===== config.mk =====
export PLATFORM = sky130hd
export DESIGN_NAME = fbsel_blank_ctrl
export DESIGN_NICKNAME = d
export VERILOG_FILES = /design/src/rtl/fbsel_pkg.sv /design/src/rtl/fbsel_mode_ctrl.sv /design/src/rtl/fbsel_swap_ctrl.sv /design/src/rtl/fbsel_read_mux.sv /design/src/rtl/fbsel_blank_ctrl.sv
export SDC_FILE = /design/constraint.sdc
export NUM_CORES = 1
export LEC_CHECK = 0
export BUFFER_PORTS_ARGS = -buffer_cell sky130_fd_sc_hd__buf_2
export CAP_MARGIN = 20
export CORE_ASPECT_RATIO = 1.25
export CORE_MARGIN = 2
export CORE_UTILIZATION = 45
export CTS_CLUSTER_SIZE = 16
export DETAILED_ROUTE_END_ITERATION = 8
export HOLD_SLACK_MARGIN = 0.08
export PLACE_DENSITY = 0.77
export SLEW_MARGIN = 20
export SYNTH_ARGS = -nofsm -noshare
export SYNTH_HDL_FRONTEND = slang
export SYNTH_SLANG_ARGS = --single-unit

===== constraint.sdc =====
create_clock -name clk -period 1.3 [get_ports clk]
set_input_delay 0.13 -clock clk [delete_from_list [all_inputs] [get_ports clk]]
set_output_delay 0.13 -clock clk [all_outputs]
set_load 0.03 [all_outputs]

===== src/rtl/fbsel_pkg.sv =====
package fbsel_pkg;

    typedef enum logic {
        BLK_DISPLAY = 1'b0,
        BLK_FORCED  = 1'b1
    } blank_state_t;

    typedef enum logic {
        SW_IDLE  = 1'b0,
        SW_ARMED = 1'b1
    } swap_state_t;

endpackage


===== src/rtl/fbsel_mode_ctrl.sv =====
module fbsel_mode_ctrl
    import fbsel_pkg::*;
#(
    parameter int MODE_W          = 16,
    parameter int LO_W            = 8,
    parameter int PRI_BIT         = 7,
    parameter logic [MODE_W-LO_W-1:0] MODE_HI_RST = 8'h80
) (
    input  logic              clk,
    input  logic              rst_n,
    input  logic              mode_wr,
    input  logic [LO_W-1:0]   wr_byte,
    input  logic              host_vblank,
    output logic [MODE_W-1:0] mode_q,
    output logic              vblk,
    output logic              pal_dirty,
    output logic              forced_blank
);

    blank_state_t      state_q, state_d;
    logic [LO_W-1:0]   mode_lo_q;
    logic              blank_req;
    logic              blank_edge;
    logic              pri_flip;

    // Decode of the incoming write
    always_comb begin
        blank_req  = (wr_byte[1:0] == 2'b00);
        blank_edge = mode_wr && (blank_req != (state_q == BLK_FORCED));
        pri_flip   = mode_wr && (wr_byte[PRI_BIT] != mode_lo_q[PRI_BIT]);
    end

    // Next-state logic: enter_forced / leave_forced
    always_comb begin
        state_d = state_q;
        unique case (state_q)
            BLK_DISPLAY: if (mode_wr && blank_req)  state_d = BLK_FORCED;
            BLK_FORCED:  if (mode_wr && !blank_req) state_d = BLK_DISPLAY;
            default:     state_d = BLK_FORCED;
        endcase
    end

    // State register
    always_ff @(posedge clk) begin
        if (!rst_n) state_q <= BLK_FORCED;
        else        state_q <= state_d;
    end

    // Output registers
    always_ff @(posedge clk) begin
        if (!rst_n) begin
            mode_lo_q <= '0;
            vblk      <= 1'b0;
            pal_dirty <= 1'b0;
        end else begin
            pal_dirty <= pri_flip;
            if (mode_wr) mode_lo_q <= wr_byte;
            if (blank_edge)                  vblk <= host_vblank;
            else if (state_q == BLK_DISPLAY) vblk <= host_vblank;
        end
    end

    assign mode_q       = {MODE_HI_RST, mode_lo_q};
    assign forced_blank = (state_q == BLK_FORCED);

endmodule


===== src/rtl/fbsel_swap_ctrl.sv =====
module fbsel_swap_ctrl
    import fbsel_pkg::*;
(
    input  logic clk,
    input  logic rst_n,
    input  logic fb_wr,
    input  logic req_bit,
    input  logic vblk,
    output logic fs,
    output logic pend
);

    swap_state_t state_q, state_d;
    logic        vblk_d;
    logic        vblk_rise;
    logic        fs_d;
    logic        pend_d;

    assign vblk_rise = vblk && !vblk_d;

    // Next-state: swap_now, arm, cancel, swap_on_vblank
    always_comb begin
        state_d = state_q;
        fs_d    = fs;
        pend_d  = pend;
        if (fb_wr) begin
            pend_d = req_bit;
            if (req_bit != fs) begin
                if (vblk) begin
                    fs_d    = ~fs;
                    state_d = SW_IDLE;
                end else begin
                    state_d = SW_ARMED;
                end
            end else begin
                state_d = SW_IDLE;
            end
        end else begin
            unique case (state_q)
                SW_IDLE:  state_d = SW_IDLE;
                SW_ARMED: begin
                    if (vblk_rise) begin
                        fs_d    = pend;
                        state_d = SW_IDLE;
                    end
                end
                default:  state_d = SW_IDLE;
            endcase
        end
    end

    // State register
    always_ff @(posedge clk) begin
        if (!rst_n) state_q <= SW_IDLE;
        else        state_q <= state_d;
    end

    // Output registers
    always_ff @(posedge clk) begin
        if (!rst_n) begin
            fs     <= 1'b0;
            pend   <= 1'b0;
            vblk_d <= 1'b0;
        end else begin
            fs     <= fs_d;
            pend   <= pend_d;
            vblk_d <= vblk;
        end
    end

endmodule


===== src/rtl/fbsel_read_mux.sv =====
module fbsel_read_mux #(
    parameter int ADDR_W      = 4,
    parameter int MODE_W      = 16,
    parameter logic [ADDR_W-1:0] MODE_RD_OFS = 4'h0,
    parameter logic [ADDR_W-1:0] CTRL_RD_OFS = 4'hA
) (
    input  logic [ADDR_W-1:0] rd_addr,
    input  logic [MODE_W-1:0] mode_q,
    input  logic              fs,
    input  logic              pend,
    input  logic              vblk,
    output logic [MODE_W-1:0] rd_data
);

    localparam int VBLK_BIT = MODE_W - 1;

    logic [MODE_W-1:0] ctrl_word;

    always_comb begin
        ctrl_word           = '0;
        ctrl_word[0]        = fs;
        ctrl_word[1]        = pend;
        ctrl_word[VBLK_BIT] = vblk;
    end

    always_comb begin
        if (rd_addr == MODE_RD_OFS)      rd_data = mode_q;
        else if (rd_addr == CTRL_RD_OFS) rd_data = ctrl_word;
        else                             rd_data = '0;
    end

endmodule


===== src/rtl/fbsel_blank_ctrl.sv =====
module fbsel_blank_ctrl #(
    parameter int ADDR_W  = 4,
    parameter int MODE_W  = 16,
    parameter int LO_W    = 8,
    parameter int PRI_BIT = 7,
    parameter logic [MODE_W-LO_W-1:0] MODE_HI_RST = 8'h80,
    parameter logic [ADDR_W-1:0] MODE_WR_OFS = 4'h1,
    parameter logic [ADDR_W-1:0] CTRL_WR_OFS = 4'hB,
    parameter logic [ADDR_W-1:0] MODE_RD_OFS = 4'h0,
    parameter logic [ADDR_W-1:0] CTRL_RD_OFS = 4'hA
) (
    input  logic              clk,
    input  logic              rst_n,
    input  logic              wr_en,
    input  logic [ADDR_W-1:0] wr_addr,
    input  logic [LO_W-1:0]   wr_data,
    input  logic              host_vblank,
    input  logic [ADDR_W-1:0] rd_addr,
    output logic [MODE_W-1:0] rd_data,
    output logic              disp_sel,
    output logic              vblk,
    output logic              pal_dirty
);

    logic              mode_wr;
    logic              fb_wr;
    logic [MODE_W-1:0] mode_q;
    logic              forced_blank;
    logic              fs;
    logic              pend;

    assign mode_wr = wr_en && (wr_addr == MODE_WR_OFS);
    assign fb_wr   = wr_en && (wr_addr == CTRL_WR_OFS);

    fbsel_mode_ctrl #(
        .MODE_W      (MODE_W),
        .LO_W        (LO_W),
        .PRI_BIT     (PRI_BIT),
        .MODE_HI_RST (MODE_HI_RST)
    ) u_mode (
        .clk          (clk),
        .rst_n        (rst_n),
        .mode_wr      (mode_wr),
        .wr_byte      (wr_data),
        .host_vblank  (host_vblank),
        .mode_q       (mode_q),
        .vblk         (vblk),
        .pal_dirty    (pal_dirty),
        .forced_blank (forced_blank)
    );

    fbsel_swap_ctrl u_swap (
        .clk     (clk),
        .rst_n   (rst_n),
        .fb_wr   (fb_wr),
        .req_bit (wr_data[0]),
        .vblk    (vblk),
        .fs      (fs),
        .pend    (pend)
    );

    fbsel_read_mux #(
        .ADDR_W      (ADDR_W),
        .MODE_W      (MODE_W),
        .MODE_RD_OFS (MODE_RD_OFS),
        .CTRL_RD_OFS (CTRL_RD_OFS)
    ) u_rd (
        .rd_addr (rd_addr),
        .mode_q  (mode_q),
        .fs      (fs),
        .pend    (pend),
        .vblk    (vblk),
        .rd_data (rd_data)
    );

    assign disp_sel = ~fs;

endmodule


==> results of run 1 <==
final cells by class:
type | instances | area (um2) | share of cell area (%)
Clock buffer | 4 | 26.28 | 2.436
Inverter | 3 | 11.26 | 1.044
Multi-Input combinational cell | 78 | 513.0 | 47.56
Sequential cell | 15 | 309.0 | 28.65
Tap cell | 19 | 23.77 | 2.204
Timing Repair Buffer | 35 | 195.2 | 18.10
kinds of logic (layout without fill, tap and decap cells):
kind of cell    Yosys count  count (layout)  synth area share (%)
other cells               1               7                0.4388
compound gates           28              28                 21.38
flops                    15              15                 35.14
mux                       3               3                 3.660
xor+xnor                  2               2                 2.050
buf+inv                  14              42                 10.69
simple gates             38              38                 26.65
layer usage:
metal | vias up | share of wire [%]
li1 | 415 | -
met1 | 359 | 43
met2 | 37 | 48
met3 | 5 | 7.0
met4 | 0 | 1.7
met5 | - | 0
repair_timing:
item | in CTS | in global routing
hold buffers | 0 | 1
resized for setup | 4 | 7
endpoints found under the setup margin | 2 | 9
hold endpoints to repair | 0 | 1
buffers inserted | 0 | 2
state kept, by name (all words and copies together) (netlist names), named ones only:
name,flops
u_mode.mode_lo_q,8
u_mode.pal_dirty,1
u_mode.vblk,1
u_swap.fs,1
u_swap.pend,1
u_swap.state_q,1
u_swap.vblk_d,1
through the flow:
stage / total power [mW] / util, % / hold WS (ps) / std cells / TNS, ps
after CTS: 0.8761 / 57.49 / 89.69 / 151 / 0
final: 0.8802 / 60.36 / 100.5 / 154 / 0
after global routing: 0.9190 / 60.36 / 112.8 / 154 / -59.24
after detailed placement: 0.6217 / 55.60 / 392.9 / 147 / 0
after floorplan: 0.5829 / - / 245.1 / 107 / -24.60
after global placement: 0.6198 / 55.60 / 382.7 / 147 / 0
cells in the final DEF, fill, tap and decap left out, drive strengths merged:
cell / instances
buf: 34
nor3: 5
a21oi: 4
o211ai: 1
conb: 7
o31ai: 2
o2111ai: 2
inv: 3
mux2i: 2
nand3b: 2
xor2: 2
clkbuf: 4
and3b: 1
and2: 6
dfxtp: 15
nor4: 1
nor2: 4
nand4: 1
a21boi: 9
o21ai: 10
nand2: 4
and3: 3
dlygate4sd3: 1
or2: 1
nand3: 10
mux2: 1
critical path, stage by stage (launching register included):
cell	delay, ps
dfxtp_4	370
and3_1	150
nor2_1	50
nor3_2	110
buf_4	180
power breakdown:
group	leakage, nW	total (mW)	switching (mW)	internal [mW]
clock network	0.0150	0.262	0.143	0.119
registers	0.123	0.466	0.00405	0.462
logic	0.346	0.152	0.0997	0.0522
total	0.484	0.880	0.246	0.634
path summary, 6_finish.rpt:
| check | depth (start not counted) | endpoint | slack, ps | from |
|---|---|---|---|---|
| hold / removal | 3 | u_mode.mode_lo_q[4] | 100 | wr_data[4] |
| hold reg to reg | 2 | u_mode.mode_lo_q[5] | 480 | u_mode.mode_lo_q[5] |
| setup / recovery | 4 | rd_data[15] | 30 | u_mode.vblk |
| setup reg to reg | 3 | u_swap.fs | 250 | u_mode.vblk |
==> impl_results.md, run 1 <==
- Most common cell in the netlist: dfxtp_1
- Die Y: 52.72 um
- Filler cell count: 173
- Met2 usage in global routing: 27.27%
- CTS max path bufs: 2
- Final worst slack: 26.67 ps
- Pwr dens: 816.1 nW/um2
- Fmax: 785.3 MHz
- HPWL Detailed: 1342 um
- Run status: complete, no violations
- Number of port buffers: 31
- Pleak: 0.4843 nW
- Clock sinks: 15
- Worst Path Arrival: 1140 ps
- Gr ovfl total: 0
- Max-cap violations: 0
- CP required: 1170 ps
- Final period util: 97.95%
- GRT met3 Usage: 2.414%
- Synth area leader: dfxtp_1
- Root Driver: clkbuf_4
- Crit Path Max Fanout: 5
- Most crowded layer after global routing: met2
- Final Max Slew Viols: 0
- Kind of start point of the critical path: register
- Yosys reg bits: 15
- # setup viols final: 0
- Worst skew pair latency: 280 ps
- Core ar.: 1787 um2
- I/O Pins: 39
- CP Class: reg -> out
- Total track usage: 16.31%
- DRC viols: 0
- Synth area leaders: dfxtp_1 (35%), a21boi_0 (7.9%), buf_4 (7.0%)
- GR Layer Usage met1: 19.83%
- DR iter-0 viols: 16
- Final Wtd Congestion: 0.7852
- Layout cell share with drive strength beyond 1: 37.04%
- Vias in the first global route: 634
- Global-route wire length before repair: 2746 um
- WL per Instance: 11.90 um
- TritonCTS clock tree: built
- Vias per cell: 5.299
- Clock Skews: 4.917 ps
- Antenna violations before repair: 0
- Ys flop type: dfxtp_1
- Avg Synthesized Cell Area: 8.461 um2
- Final hold violation count: 0
- VDD IR-drop max: 0.0005206 V
- Cell area after layout: 1079 um2
- DRT Pass-1 Iters: 4
- Vias: 816
- Final-stage net count: 156
- Netlist cell types: 30
- Ys async rst share: 0%
- Cts bufs inserted: 3
- Setup WS pre-CTS: 50.53 ps
- Synth warn: 0
- Largest net degree at the start of global routing: 18
- Post-synth EDFFs: 0
- RSZ-0062 raised after global routing: yes
- Die W: 42.98 um
- Post-synthesis sequential area ratio: 35.14%
- Cells after Synth: 101
- Commonest cells post-synth: dfxtp_1 (15), nand3_1 (10), o21ai_0 (10)
- Full die area: 2266 um2
- Final wirelength: 1832 um
- CTS clk-pin slew, worst paths: 90 ps
- Cell Rows: 17
- Area growth from synthesis to layout: 26.21%
- H-tree depth: 1
- Post-route ant nets: 0
- Min-Delay Path Class: in -> reg
- Final min period: 1273 ps
- Initial Utilization: 47.83%
- N_diodes: 0
- Critical path capture point type: output pin
- Top-area cell type share of the netlist area: 35.14%
- Synth Cell Area: 854.6 um2
- Placed Area: 993.5 um2
(Power assumes the default switching activity.)
==> inputs of run 2 (changes only) <==
==> constraint.sdc (replaced) <==
create_clock -name clk -period 1.3 [get_ports clk]
set_input_delay 0.26 -clock clk [delete_from_list [all_inputs] [get_ports clk]]
set_output_delay 0.26 -clock clk [all_outputs]
set_load 0.03 [all_outputs]
==> impl_results.md, run 2 (synthesis gave the netlist of run 1 again) <==
- Total track usage: 20.88% (was 16.31%)
- I/O Pins: 39 (unchanged)
- N_diodes: 0 (unchanged)
- Cell Rows: 17 (unchanged)
- Final period util: 104.1% (was 97.95%)
- Sw Ratio: 27.81% (was 27.99%)
- Gr ovfl total: 0 (unchanged)
- Psw: 0.2518 mW (was 0.2463 mW)
- Setup TNS: -145.6 ps (was 0 ps)
- Final min period: 1353 ps (was 1273 ps)
- CTS max path bufs: 2 (unchanged)
- H-tree depth: 1 (unchanged)
- Max-cap violations: 0 (unchanged)
- Cts bufs inserted: 3 (unchanged)
- Most crowded layer after global routing: met2 (unchanged)
- Combinational share of power: 19.5% (was 17.3%)
- Fmax: 739.1 MHz (was 785.3 MHz)
- Die Y: 52.72 um (unchanged)
- Clock power share: 28.7% (was 29.7%)
- WHS: 211.2 ps (was 100.5 ps)
- Kind of start point of the critical path: register (unchanged)
- Worst skew pair latency: 280 ps (about the same)
- Final hold violation count: 0 (unchanged)
- Root Driver: clkbuf_4 (unchanged)
- Post-route ant nets: 0 (unchanged)
- DRT Pass-1 Iters: 4 (unchanged)
- Layout cell share with drive strength beyond 1: 48.97% (was 37.04%)
- Vias per cell: 5.433 (was 5.299)
- Worst Path Arrival: 1090 ps (was 1140 ps)
- Initial Utilization: 47.83% (unchanged)
- R2r setup slk: 90 ps (was 250 ps)
- Full die area: 2266 um2 (unchanged)
- Critical path capture point type: output pin (unchanged)
- VDD IR-drop max: 0.0006069 V (was 0.0005206 V)
- Final Max Slew Viols: 0 (unchanged)
- Run status: finished, violations left (was complete, no violations)
- Antenna violations before repair: 0 (unchanged)
- Failing checks: setup timing
- Vias: 891 (was 816)
- GRT met3 Usage: 2.069% (was 2.414%)
- Final worst slack: -53.02 ps (was 26.67 ps)
- Pleak: 0.5521 nW (was 0.4843 nW)
- Worst r2r src: u_mode.vblk (unchanged)
- GR Layer Usage met1: 24.84% (was 19.83%)
- Final wirelength: 2122 um (was 1832 um)
- Area growth from synthesis to layout: 42.61% (was 26.21%)
- Number of flip-flops in the largest register: 8 (unchanged)
- Vias in the first global route: 836 (was 634)
- Core ar.: 1787 um2 (unchanged)
- Crit Path Max Fanout: 2 (was 5)
- Clock Skews: 0.3564 ps (was 4.917 ps)
- Final-stage net count: 166 (was 156)
- Sequential Power Share: 51.8% (was 53.0%)
- Die W: 42.98 um (unchanged)
- Number of port buffers: 31 (unchanged)
- HPWL Detailed: 1435 um (was 1342 um)
- WL per Instance: 12.94 um (was 11.90 um)
- Final Wtd Congestion: 0.7665 (was 0.7852)
- Hold path start: host_vblank (was wr_data[4])
- Pwr dens: 743.1 nW/um2 (was 816.1 nW/um2)
- Largest reg by FF count: u_mode.mode_lo_q (unchanged)
- CP required: 1040 ps (was 1170 ps)
- Clock sinks: 15 (unchanged)
- DRC viols: 0 (unchanged)
- RSZ-0062 raised after global routing: yes (unchanged)
- Min-Delay Path Class: in -> reg (unchanged)
- TritonCTS clock tree: built (unchanged)
- Most frequent cells in the layout: buf_2 (20), buf_4 (17), dfxtp_1 (12) (was buf_2 (28), dfxtp_1 (12), nand3_1 (10), o21ai_0 (10), a21boi_0 (9))
- Largest net degree at the start of global routing: 18 (unchanged)
- CP Class: reg -> out (unchanged)
- Leading cell type in the layout, fill and taps excluded: buf_2 (unchanged)
- CTS clk-pin slew, worst paths: 80 ps (was 90 ps)
- Met2 usage in global routing: 36.36% (was 27.27%)
- # setup viols final: 6 (was 0)
- CP Launch Point: u_swap.pend (was u_mode.vblk)
- Internal power: 0.6538 mW (was 0.6338 mW)
- CTS Hold Bufs: 0 (unchanged)
- DR iter-0 viols: 16 (unchanged)
- Global-route wire length before repair: 3498 um (was 2746 um)
run 2: changes by cell type in the layout (fill, tap and decap cells not counted), sizes merged:
cell | previous run | this run
buf | 34 | 45
dlygate4sd3 | 1 | 0
run 2: repair_timing:
action | 4_1_cts | 5_1_grt
pin swaps | 7 | 0
setup buffers | 4 | 2
setup endpoints to repair | 9 | 9
resized for setup | 29 | 2
gates cloned | 0 | 0
run 2: final cells by class:
cell class / instances / area (um2)
sequential: 15 / 304.0
fill: 152 / 568.0
clock buffer: 4 / 26.28
tap: 19 / 23.77
inverter: 3 / 11.26
timing repair buffer: 45 / 317.8
multi-input combinational: 78 / 535.5
run 2: critical path: stages, from the launching register on:
cell and delay (ps):
dfxtp_2 340, and3_4 170, a21oi_2 40, nor3_2 90, buf_4 170
run 2: metrics by stage:
stage	power [mW]	area (um2)	setup slack, ps	utilization (%)	instances
6_report	0.9056	1219	-53.02	68.21	164
5_1_grt	0.9514	1219	-102.2	68.21	164
4_1_cts	0.9090	1194	-53.38	66.81	162
3_5_place_dp	0.6366	1051	-67.53	58.82	154
3_3_place_gp	0.6332	1051	-64.32	58.82	154
2_1_floorplan	0.5829	892.1	-154.6	-	107
run 2: routing by layer:
| metal | share of wire [%] | up-vias |
|---|---|---|
| met3 | 4.7 | 6 |
| met1 | 41 | 419 |
| met5 | 0 | - |
| li1 | - | 434 |
| met4 | 2.5 | 0 |
| met2 | 52 | 32 |
run 2: power by group through the flow:
stage          clock (mW)  sequential [mW]  combinational [mW]
2_1_floorplan           0            0.481               0.101
3_3_place_gp            0            0.480               0.153
3_5_place_dp            0            0.481               0.156
4_1_cts             0.270            0.469               0.170
5_1_grt             0.289            0.470               0.192
6_report            0.260            0.469               0.176
run 2: final timing paths:
| check | to | cells after the start |
|---|---|---|
| max reg2reg | u_swap.fs | 5 |
| min | u_mode.vblk | 3 |
| max | rd_data[1] | 4 |
| min reg2reg | u_mode.mode_lo_q[5] | 2 |
